[config.mk]
export PLATFORM = sky130hd
export DESIGN_NAME = lin_mode_ctrl
export DESIGN_NICKNAME = d
export VERILOG_FILES = /design/src/rtl/lin_mode_pkg.sv /design/src/rtl/lin_sync.sv /design/src/rtl/lin_dom_timer.sv /design/src/rtl/lin_mode_fsm.sv /design/src/rtl/lin_out_drive.sv /design/src/rtl/lin_mode_ctrl.sv
export SDC_FILE = /design/constraint.sdc
export NUM_CORES = 1
export LEC_CHECK = 0
export ABC_CLOCK_PERIOD_IN_PS = 4700
export CAP_MARGIN = 20
export CORE_MARGIN = 3
export CORE_UTILIZATION = 56
export DETAILED_ROUTE_END_ITERATION = 12
export HOLD_SLACK_MARGIN = 0.12
export PLACE_DENSITY = 0.83
export SLEW_MARGIN = 5
export SYNTH_ARGS = -nofsm -noshare
export SYNTH_HDL_FRONTEND = slang
export SYNTH_SLANG_ARGS = --single-unit
[constraint.sdc]
create_clock -name clk -period 4.7 [get_ports clk]
set_input_delay 0.94 -clock clk [delete_from_list [all_inputs] [get_ports clk]]
set_output_delay 0.94 -clock clk [all_outputs]
set_load 0.01 [all_outputs]
[src/rtl/lin_mode_pkg.sv]
package lin_mode_pkg;

  typedef enum logic [2:0] {
    M_OFF   = 3'd0,
    M_STBY  = 3'd1,
    M_NORM  = 3'd2,
    M_LOWS  = 3'd3,
    M_SLEEP = 3'd4
  } lin_mode_e;

  typedef struct packed {
    logic reg_en;
    logic tx_en;
    logic slope_low;
    logic term_res;
    logic inh_high;
    logic rxd;
  } lin_drive_t;

  function automatic logic f_is_normal(lin_mode_e m);
    return (m == M_NORM) || (m == M_LOWS);
  endfunction

  function automatic logic f_reg_on(lin_mode_e m);
    return (m == M_STBY) || f_is_normal(m);
  endfunction

  function automatic logic f_tx_allowed(lin_mode_e m, logic armed,
                                        logic uv, logic tmo);
    logic mode_ok;
    mode_ok = (m == M_NORM) || ((m == M_LOWS) && armed);
    return mode_ok && !uv && !tmo;
  endfunction

  function automatic logic f_rxd(lin_mode_e m, logic bus_woken, logic rx);
    logic r;
    case (m)
      M_NORM, M_LOWS: r = rx;
      M_STBY:         r = !bus_woken;
      default:        r = 1'b1;
    endcase
    return r;
  endfunction

endpackage

[src/rtl/lin_sync.sv]
module lin_sync #(
  parameter int          W       = 1,
  parameter int          STAGES  = 2,
  parameter logic [W-1:0] RST_VAL = '0
) (
  input  logic         clk,
  input  logic         rst_n,
  input  logic [W-1:0] d,
  output logic [W-1:0] q
);
  logic [W-1:0] chain [STAGES];

  for (genvar s = 0; s < STAGES; s++) begin : g_stage
    always_ff @(posedge clk or negedge rst_n) begin
      if (!rst_n) chain[s] <= RST_VAL;
      else if (s == 0) chain[s] <= d;
      else chain[s] <= chain[(s > 0) ? s - 1 : 0];
    end
  end

  assign q = chain[STAGES-1];
endmodule

[src/rtl/lin_dom_timer.sv]
module lin_dom_timer #(
  parameter int DOM_CYCLES = 1000
) (
  input  logic clk,
  input  logic rst_n,
  input  logic txd_s,
  output logic timeout
);
  localparam int CW = $clog2(DOM_CYCLES + 1);
  localparam logic [CW-1:0] LIMIT = CW'(DOM_CYCLES);

  logic [CW-1:0] cnt;

  always_ff @(posedge clk or negedge rst_n) begin
    if (!rst_n) cnt <= '0;
    else if (txd_s) cnt <= '0;
    else if (cnt != LIMIT) cnt <= cnt + 1'b1;
  end

  assign timeout = (cnt == LIMIT);

  // a high TxD releases the timeout on the next cycle
  a_r12_release: assert property (@(posedge clk) disable iff (!rst_n)
    txd_s |=> !timeout);
endmodule

[src/rtl/lin_mode_fsm.sv]
module lin_mode_fsm
  import lin_mode_pkg::*;
(
  input  logic      clk,
  input  logic      rst_n,
  input  logic      en_s,
  input  logic      stb_s,
  input  logic      txd_s,
  input  logic      por_q,
  input  logic      bat_uv_q,
  input  logic      reg_uv_q,
  input  logic      wl_q,
  input  logic      wb_q,
  output lin_mode_e mode,
  output logic      lows_armed,
  output logic      inh_flag,
  output logic      bus_woken,
  output logic      en_rise,
  output logic      en_fall
);
  logic      en_prev;
  lin_mode_e nxt;

  assign en_rise = en_s && !en_prev;
  assign en_fall = !en_s && en_prev;

  always_comb begin
    nxt = mode;
    if (por_q) nxt = M_OFF;
    else begin
      case (mode)
        M_OFF:   if (!bat_uv_q) nxt = M_STBY;
        M_STBY:  if (en_rise && !bat_uv_q && !reg_uv_q)
                   nxt = txd_s ? M_NORM : M_LOWS;
        M_NORM, M_LOWS:
                 if (en_fall)
                   nxt = (!stb_s && !bat_uv_q) ? M_SLEEP : M_STBY;
        M_SLEEP: if (wl_q || wb_q) nxt = M_STBY;
        default: nxt = M_OFF;
      endcase
    end
  end

  always_ff @(posedge clk or negedge rst_n) begin
    if (!rst_n) begin
      mode       <= M_OFF;
      en_prev    <= 1'b0;
      lows_armed <= 1'b0;
      inh_flag   <= 1'b0;
      bus_woken  <= 1'b0;
    end else begin
      mode    <= nxt;
      en_prev <= en_s;
      if (nxt == M_LOWS && mode != M_LOWS) lows_armed <= 1'b0;
      else if (mode == M_LOWS && txd_s)    lows_armed <= 1'b1;
      if (mode == M_STBY && f_is_normal(nxt)) inh_flag <= stb_s;
      if (f_is_normal(nxt) || nxt == M_OFF)   bus_woken <= 1'b0;
      else if ((mode == M_SLEEP || mode == M_STBY) && wb_q) bus_woken <= 1'b1;
      else if (mode == M_SLEEP && wl_q)       bus_woken <= 1'b0;
    end
  end

  // battery POR forces power-off
  a_r2_por_forces_off: assert property (@(posedge clk) disable iff (!rst_n)
    por_q |=> (mode == M_OFF));
  // wake events leave sleep
  a_r9_wake_leaves_sleep: assert property (@(posedge clk) disable iff (!rst_n)
    (mode == M_SLEEP && (wl_q || wb_q) && !por_q) |=> (mode == M_STBY));
  // low-slope is entered unarmed
  a_r4_enter_unarmed: assert property (@(posedge clk) disable iff (!rst_n)
    (mode != M_LOWS) |=> !(mode == M_LOWS && lows_armed));
endmodule

[src/rtl/lin_out_drive.sv]
module lin_out_drive
  import lin_mode_pkg::*;
(
  input  lin_mode_e  mode,
  input  logic       lows_armed,
  input  logic       inh_flag,
  input  logic       bus_woken,
  input  logic       bat_uv_q,
  input  logic       dom_tmo,
  input  logic       rx_q,
  output lin_drive_t drv
);
  always_comb begin
    drv.reg_en    = f_reg_on(mode);
    drv.tx_en     = f_tx_allowed(mode, lows_armed, bat_uv_q, dom_tmo);
    drv.slope_low = (mode == M_LOWS);
    drv.term_res  = f_is_normal(mode);
    drv.inh_high  = f_is_normal(mode) && inh_flag;
    drv.rxd       = f_rxd(mode, bus_woken, rx_q);
  end
endmodule

[src/rtl/lin_mode_ctrl.sv]
module lin_mode_ctrl
  import lin_mode_pkg::*;
#(
  parameter int SYNC_STAGES = 2,
  parameter int DOM_CYCLES  = 1000
) (
  input  logic       clk,
  input  logic       rst_n,
  input  logic       en_pin,
  input  logic       stb_pin,
  input  logic       txd_pin,
  input  logic       wake_local,
  input  logic       wake_bus,
  input  logic       bat_por_low,
  input  logic       bat_uv,
  input  logic       reg_uv,
  input  logic       rx_bus,
  output logic [2:0] mode_code,
  output logic       reg_en,
  output logic       tx_en,
  output logic       slope_low,
  output logic       term_res,
  output logic       inh_high,
  output logic       rxd_out
);
  localparam int PIN_W = 3;

  logic [PIN_W-1:0] pins_s;
  logic en_s, stb_s, txd_s;
  logic por_q, bat_uv_q, reg_uv_q, wl_q, wb_q, rx_q;
  logic dom_tmo, lows_armed, inh_flag, bus_woken, en_rise, en_fall;
  lin_mode_e  mode;
  lin_drive_t drv;

  lin_sync #(.W(PIN_W), .STAGES(SYNC_STAGES), .RST_VAL(3'b100)) u_sync (
    .clk(clk), .rst_n(rst_n),
    .d({txd_pin, stb_pin, en_pin}), .q(pins_s));

  assign {txd_s, stb_s, en_s} = pins_s;

  always_ff @(posedge clk or negedge rst_n) begin
    if (!rst_n) begin
      por_q <= 1'b1; bat_uv_q <= 1'b1; reg_uv_q <= 1'b1;
      wl_q  <= 1'b0; wb_q     <= 1'b0; rx_q     <= 1'b1;
    end else begin
      por_q <= bat_por_low; bat_uv_q <= bat_uv; reg_uv_q <= reg_uv;
      wl_q  <= wake_local;  wb_q     <= wake_bus; rx_q   <= rx_bus;
    end
  end

  lin_dom_timer #(.DOM_CYCLES(DOM_CYCLES)) u_tmo (
    .clk(clk), .rst_n(rst_n), .txd_s(txd_s), .timeout(dom_tmo));

  lin_mode_fsm u_fsm (
    .clk(clk), .rst_n(rst_n), .en_s(en_s), .stb_s(stb_s), .txd_s(txd_s),
    .por_q(por_q), .bat_uv_q(bat_uv_q), .reg_uv_q(reg_uv_q),
    .wl_q(wl_q), .wb_q(wb_q), .mode(mode), .lows_armed(lows_armed),
    .inh_flag(inh_flag), .bus_woken(bus_woken),
    .en_rise(en_rise), .en_fall(en_fall));

  lin_out_drive u_drv (
    .mode(mode), .lows_armed(lows_armed), .inh_flag(inh_flag),
    .bus_woken(bus_woken), .bat_uv_q(bat_uv_q), .dom_tmo(dom_tmo),
    .rx_q(rx_q), .drv(drv));

  assign mode_code = mode;
  assign reg_en    = drv.reg_en;
  assign tx_en     = drv.tx_en;
  assign slope_low = drv.slope_low;
  assign term_res  = drv.term_res;
  assign inh_high  = drv.inh_high;
  assign rxd_out   = drv.rxd;

  // battery undervoltage keeps the transmitter off
  a_r11_uv_tx_off: assert property (@(posedge clk) disable iff (!rst_n)
    bat_uv_q |-> !tx_en);
  // sleep turns off the supply, the driver and the resistor
  a_r8_sleep_quiet: assert property (@(posedge clk) disable iff (!rst_n)
    (mode_code == 3'd4) |-> (!reg_en && !tx_en && !term_res && rxd_out));
  // inhibit floats outside the normal states
  a_r7_inh_idle_float: assert property (@(posedge clk) disable iff (!rst_n)
    (mode_code != 3'd2 && mode_code != 3'd3) |-> !inh_high);
  // no transmission in the cycle low-slope is entered
  a_r4_low_entry_quiet: assert property (@(posedge clk) disable iff (!rst_n)
    (mode_code == 3'd3 && $past(mode_code) != 3'd3) |-> !tx_en);
endmodule

==> impl_metrics.yaml <==
grt:
  grt_overflow: 0
  grt_pass1_vias: 875
  grt_max_degree: 30
  antenna_found_initial: 0
  grtUsageTotal: 0.191
  grt_pass1_wl_um: 3780
clock_tree:
  clock_path_buffers: 2
  cts_setup_buffers: 0
  root_buffer: "clkbuf_4"
  clk_pin_slew_ps: 90
  htree_levels: 2
  clk_latency_ps: 320
  clock-sinks: 29
  holdBufCountCts: 0
  cts_tree: "built"
  cts_resized: 0
  numCtsBuffers: 5
timing:
  final.setup.worst_slack_ps: 1420
  setup_violations: 0
  worstMarginPinSlew_ps: 370
  finalSetupTns_ps: 0
  layout_min_cycle_time_ps: 3280
  period_share: 0.698
  finalHoldViolations: 0
  max_slew_margin: 0.752
  final.setup_skew_ps: 12.3
  rsz0062_at_grt: "false"
  fmax_mhz: 305
  hold_slack_ps: 358
  drv_slew: 0
worst_hold_path:
  hp-class: "reg -> reg"
  hold_depth: 0
layout:
  fin_util: 0.760
  design_area_um2: 1580
  antenna_cells: 0
  syn2layout_area_growth_pct: 22.0
  drive_gt1_frac: 0.159
  nNetsFinal: 150
critical_path:
  cp_num_buf_inv: 2
  cp_slowest_stage_delay_ps: 610
  start_kind: "flip-flop"
  crit_chain: "inv_1 -> ha_1 -> nor4bb_1 -> and3_1 -> a2111oi_1 -> clkdlybuf4s50_1"
  critPathTopFamily: "buffers and inverters"
  crit_required_ps: 3760
  reg2regPathDepth: 5
  cp_max_fo: 4
  worst_setup_path_end_kind: "primary output"
  arrival_ps: 2340
  critPathKind: "reg -> out"
  cp_num_cells: 6
  slowest_stage: "clkdlybuf4s50_1"
placed_design:
  place_area_um2: 1510
  dp_slack_ps: 1760
  dp_hpwl_um: 1750
  portBuffers: 19
  gp_congestion: 0.858
synth:
  synth-seq-cells: 29
  synth_top_area_frac: 0.444
  synth.avg_cell_area_um2: 11.5
  synth-main-ff-cell: "dfrtp_1"
  synth_area_leaders: "dfrtp_1 44%, dfstp_2 12%, nor2_1 4.9%"
  syn_nets: 126
  synth_cell_type_count: 40
  syn_area_um2: 1300
  synth_edf_count: 0
  async_flop_share: 1.00
  yosysWarnings: 0
  ys_seq_area_frac: 0.565
  synth_top_cell_by_area: "dfrtp_1"
  synthCells: 113
detailed_routing:
  vias_per_cell: 5.45
  via_count: 899
  ant_nets: 0
  initialDrtViolationCount: 15
  wl_per_cell_um: 14.3
  drt_wl_total_um: 2360
  drcViolationCount: 0
  firstDrtPassIters: 4
floorplanning:
  die_area_um2: 2930
  core-area_um2: 2080
  start_util: 0.623
  die_w_um: 54.1
  die_h_um: 54.1
  rows: 16
  ios: 20
power_and_ir_drop:
  p_leak_nw: 0.683
  power_density_nw_per_um2: 305
  irDropWorstVdd_mv: 0.254
flow_run:
  cap_violations: 0
run_status:
  status: "complete, no violations"
## synthesized netlist by cell type, types with 2 or more instances
master    instances
nor4bb_1          2
dfrtp_1          23
nand4_1           2
nand3_1           4
and2_1            2
nor3_1            4
xor2_1            7
and4_1            2
nor3b_2           2
nor2_1           17
dfstp_2           6
a21oi_1           4
and3_1            2
nand2_1           5
inv_1             4
xnor2_1           2
ha_1              2
## cells in the final DEF, fill, tap and decap left out, drive strengths merged, types with 4 or more instances in the layout
cell           instances
a21oi                  4
nor2                  17
clkdlybuf4s50         19
dfrtp                 23
dfstp                  6
nand3                  4
clkbuf                 7
nor3                   4
nand2                  5
inv                    5
xor2                   7
## sequential cells by signal, summed over array words and instances (netlist names), 3 cells and up
signal	flops
u_sync.chain	3
u_fsm.mode	3
u_tmo.cnt	10
u_sync.q	3
## cells by family after synthesis
family	after synthesis	share of synthesized area
adder cells (fa/ha/maj)	2	0.0193
flip-flops	29	0.565
AO/OA/AOI/OAI	11	0.0608
AND/OR/NAND/NOR	52	0.251
XOR/XNOR	9	0.0608
buffers and inverters	8	0.0270
multiplexers	2	0.0164
## stage by stage
| stage | power (W) | cells |
|---|---|---|
| floorplan | 0.000298 | 113 |
| global placement | 0.000319 | 157 |
| detailed placement | 0.000322 | 157 |
| CTS | 0.000490 | 165 |
| global route | 0.000510 | 165 |
| finish | 0.000483 | 165 |
## final cells by class
cell class | count | area, µm²
clock buffer | 7 | 65.1
clock inverter | 1 | 5.00
fill | 137 | 499
inverter | 5 | 18.8
multi-input combinational | 76 | 529
sequential | 29 | 733
tap | 27 | 33.8
timing repair buffer | 20 | 198
## power breakdown
group          leakage, nW  internal [W]  switching (W)
sequential           0.364      0.000262      0.0000111
combinational        0.278     0.0000241      0.0000196
clock               0.0413     0.0000865      0.0000795
total                0.683      0.000373       0.000110
## layer usage
metal  routed length [µm]  vias up  GRT usage  part of all wire
met1                  975      433      0.210              0.41
met3                  103        7     0.0748             0.044
met4                   60        0     0.0996             0.025
met5                    0        -          0                 0
met2                 1220       21      0.317              0.52
li1                     -      438          -                 -
## final timing paths
check	start	to	slack, ps
max	u_tmo.cnt[0]	tx_en	1420
min	u_sync.chain[4]	u_sync.q[1]	360
max reg2reg	u_fsm.mode[2]	u_fsm.inh_flag	2970
min reg2reg	u_sync.chain[4]	u_sync.q[1]	360
max in group asynchronous	rst_n	u_sync.q[2]	3400
min in group asynchronous	rst_n	wb_q	990
Note: power is estimated with default switching activity, not from simulation.
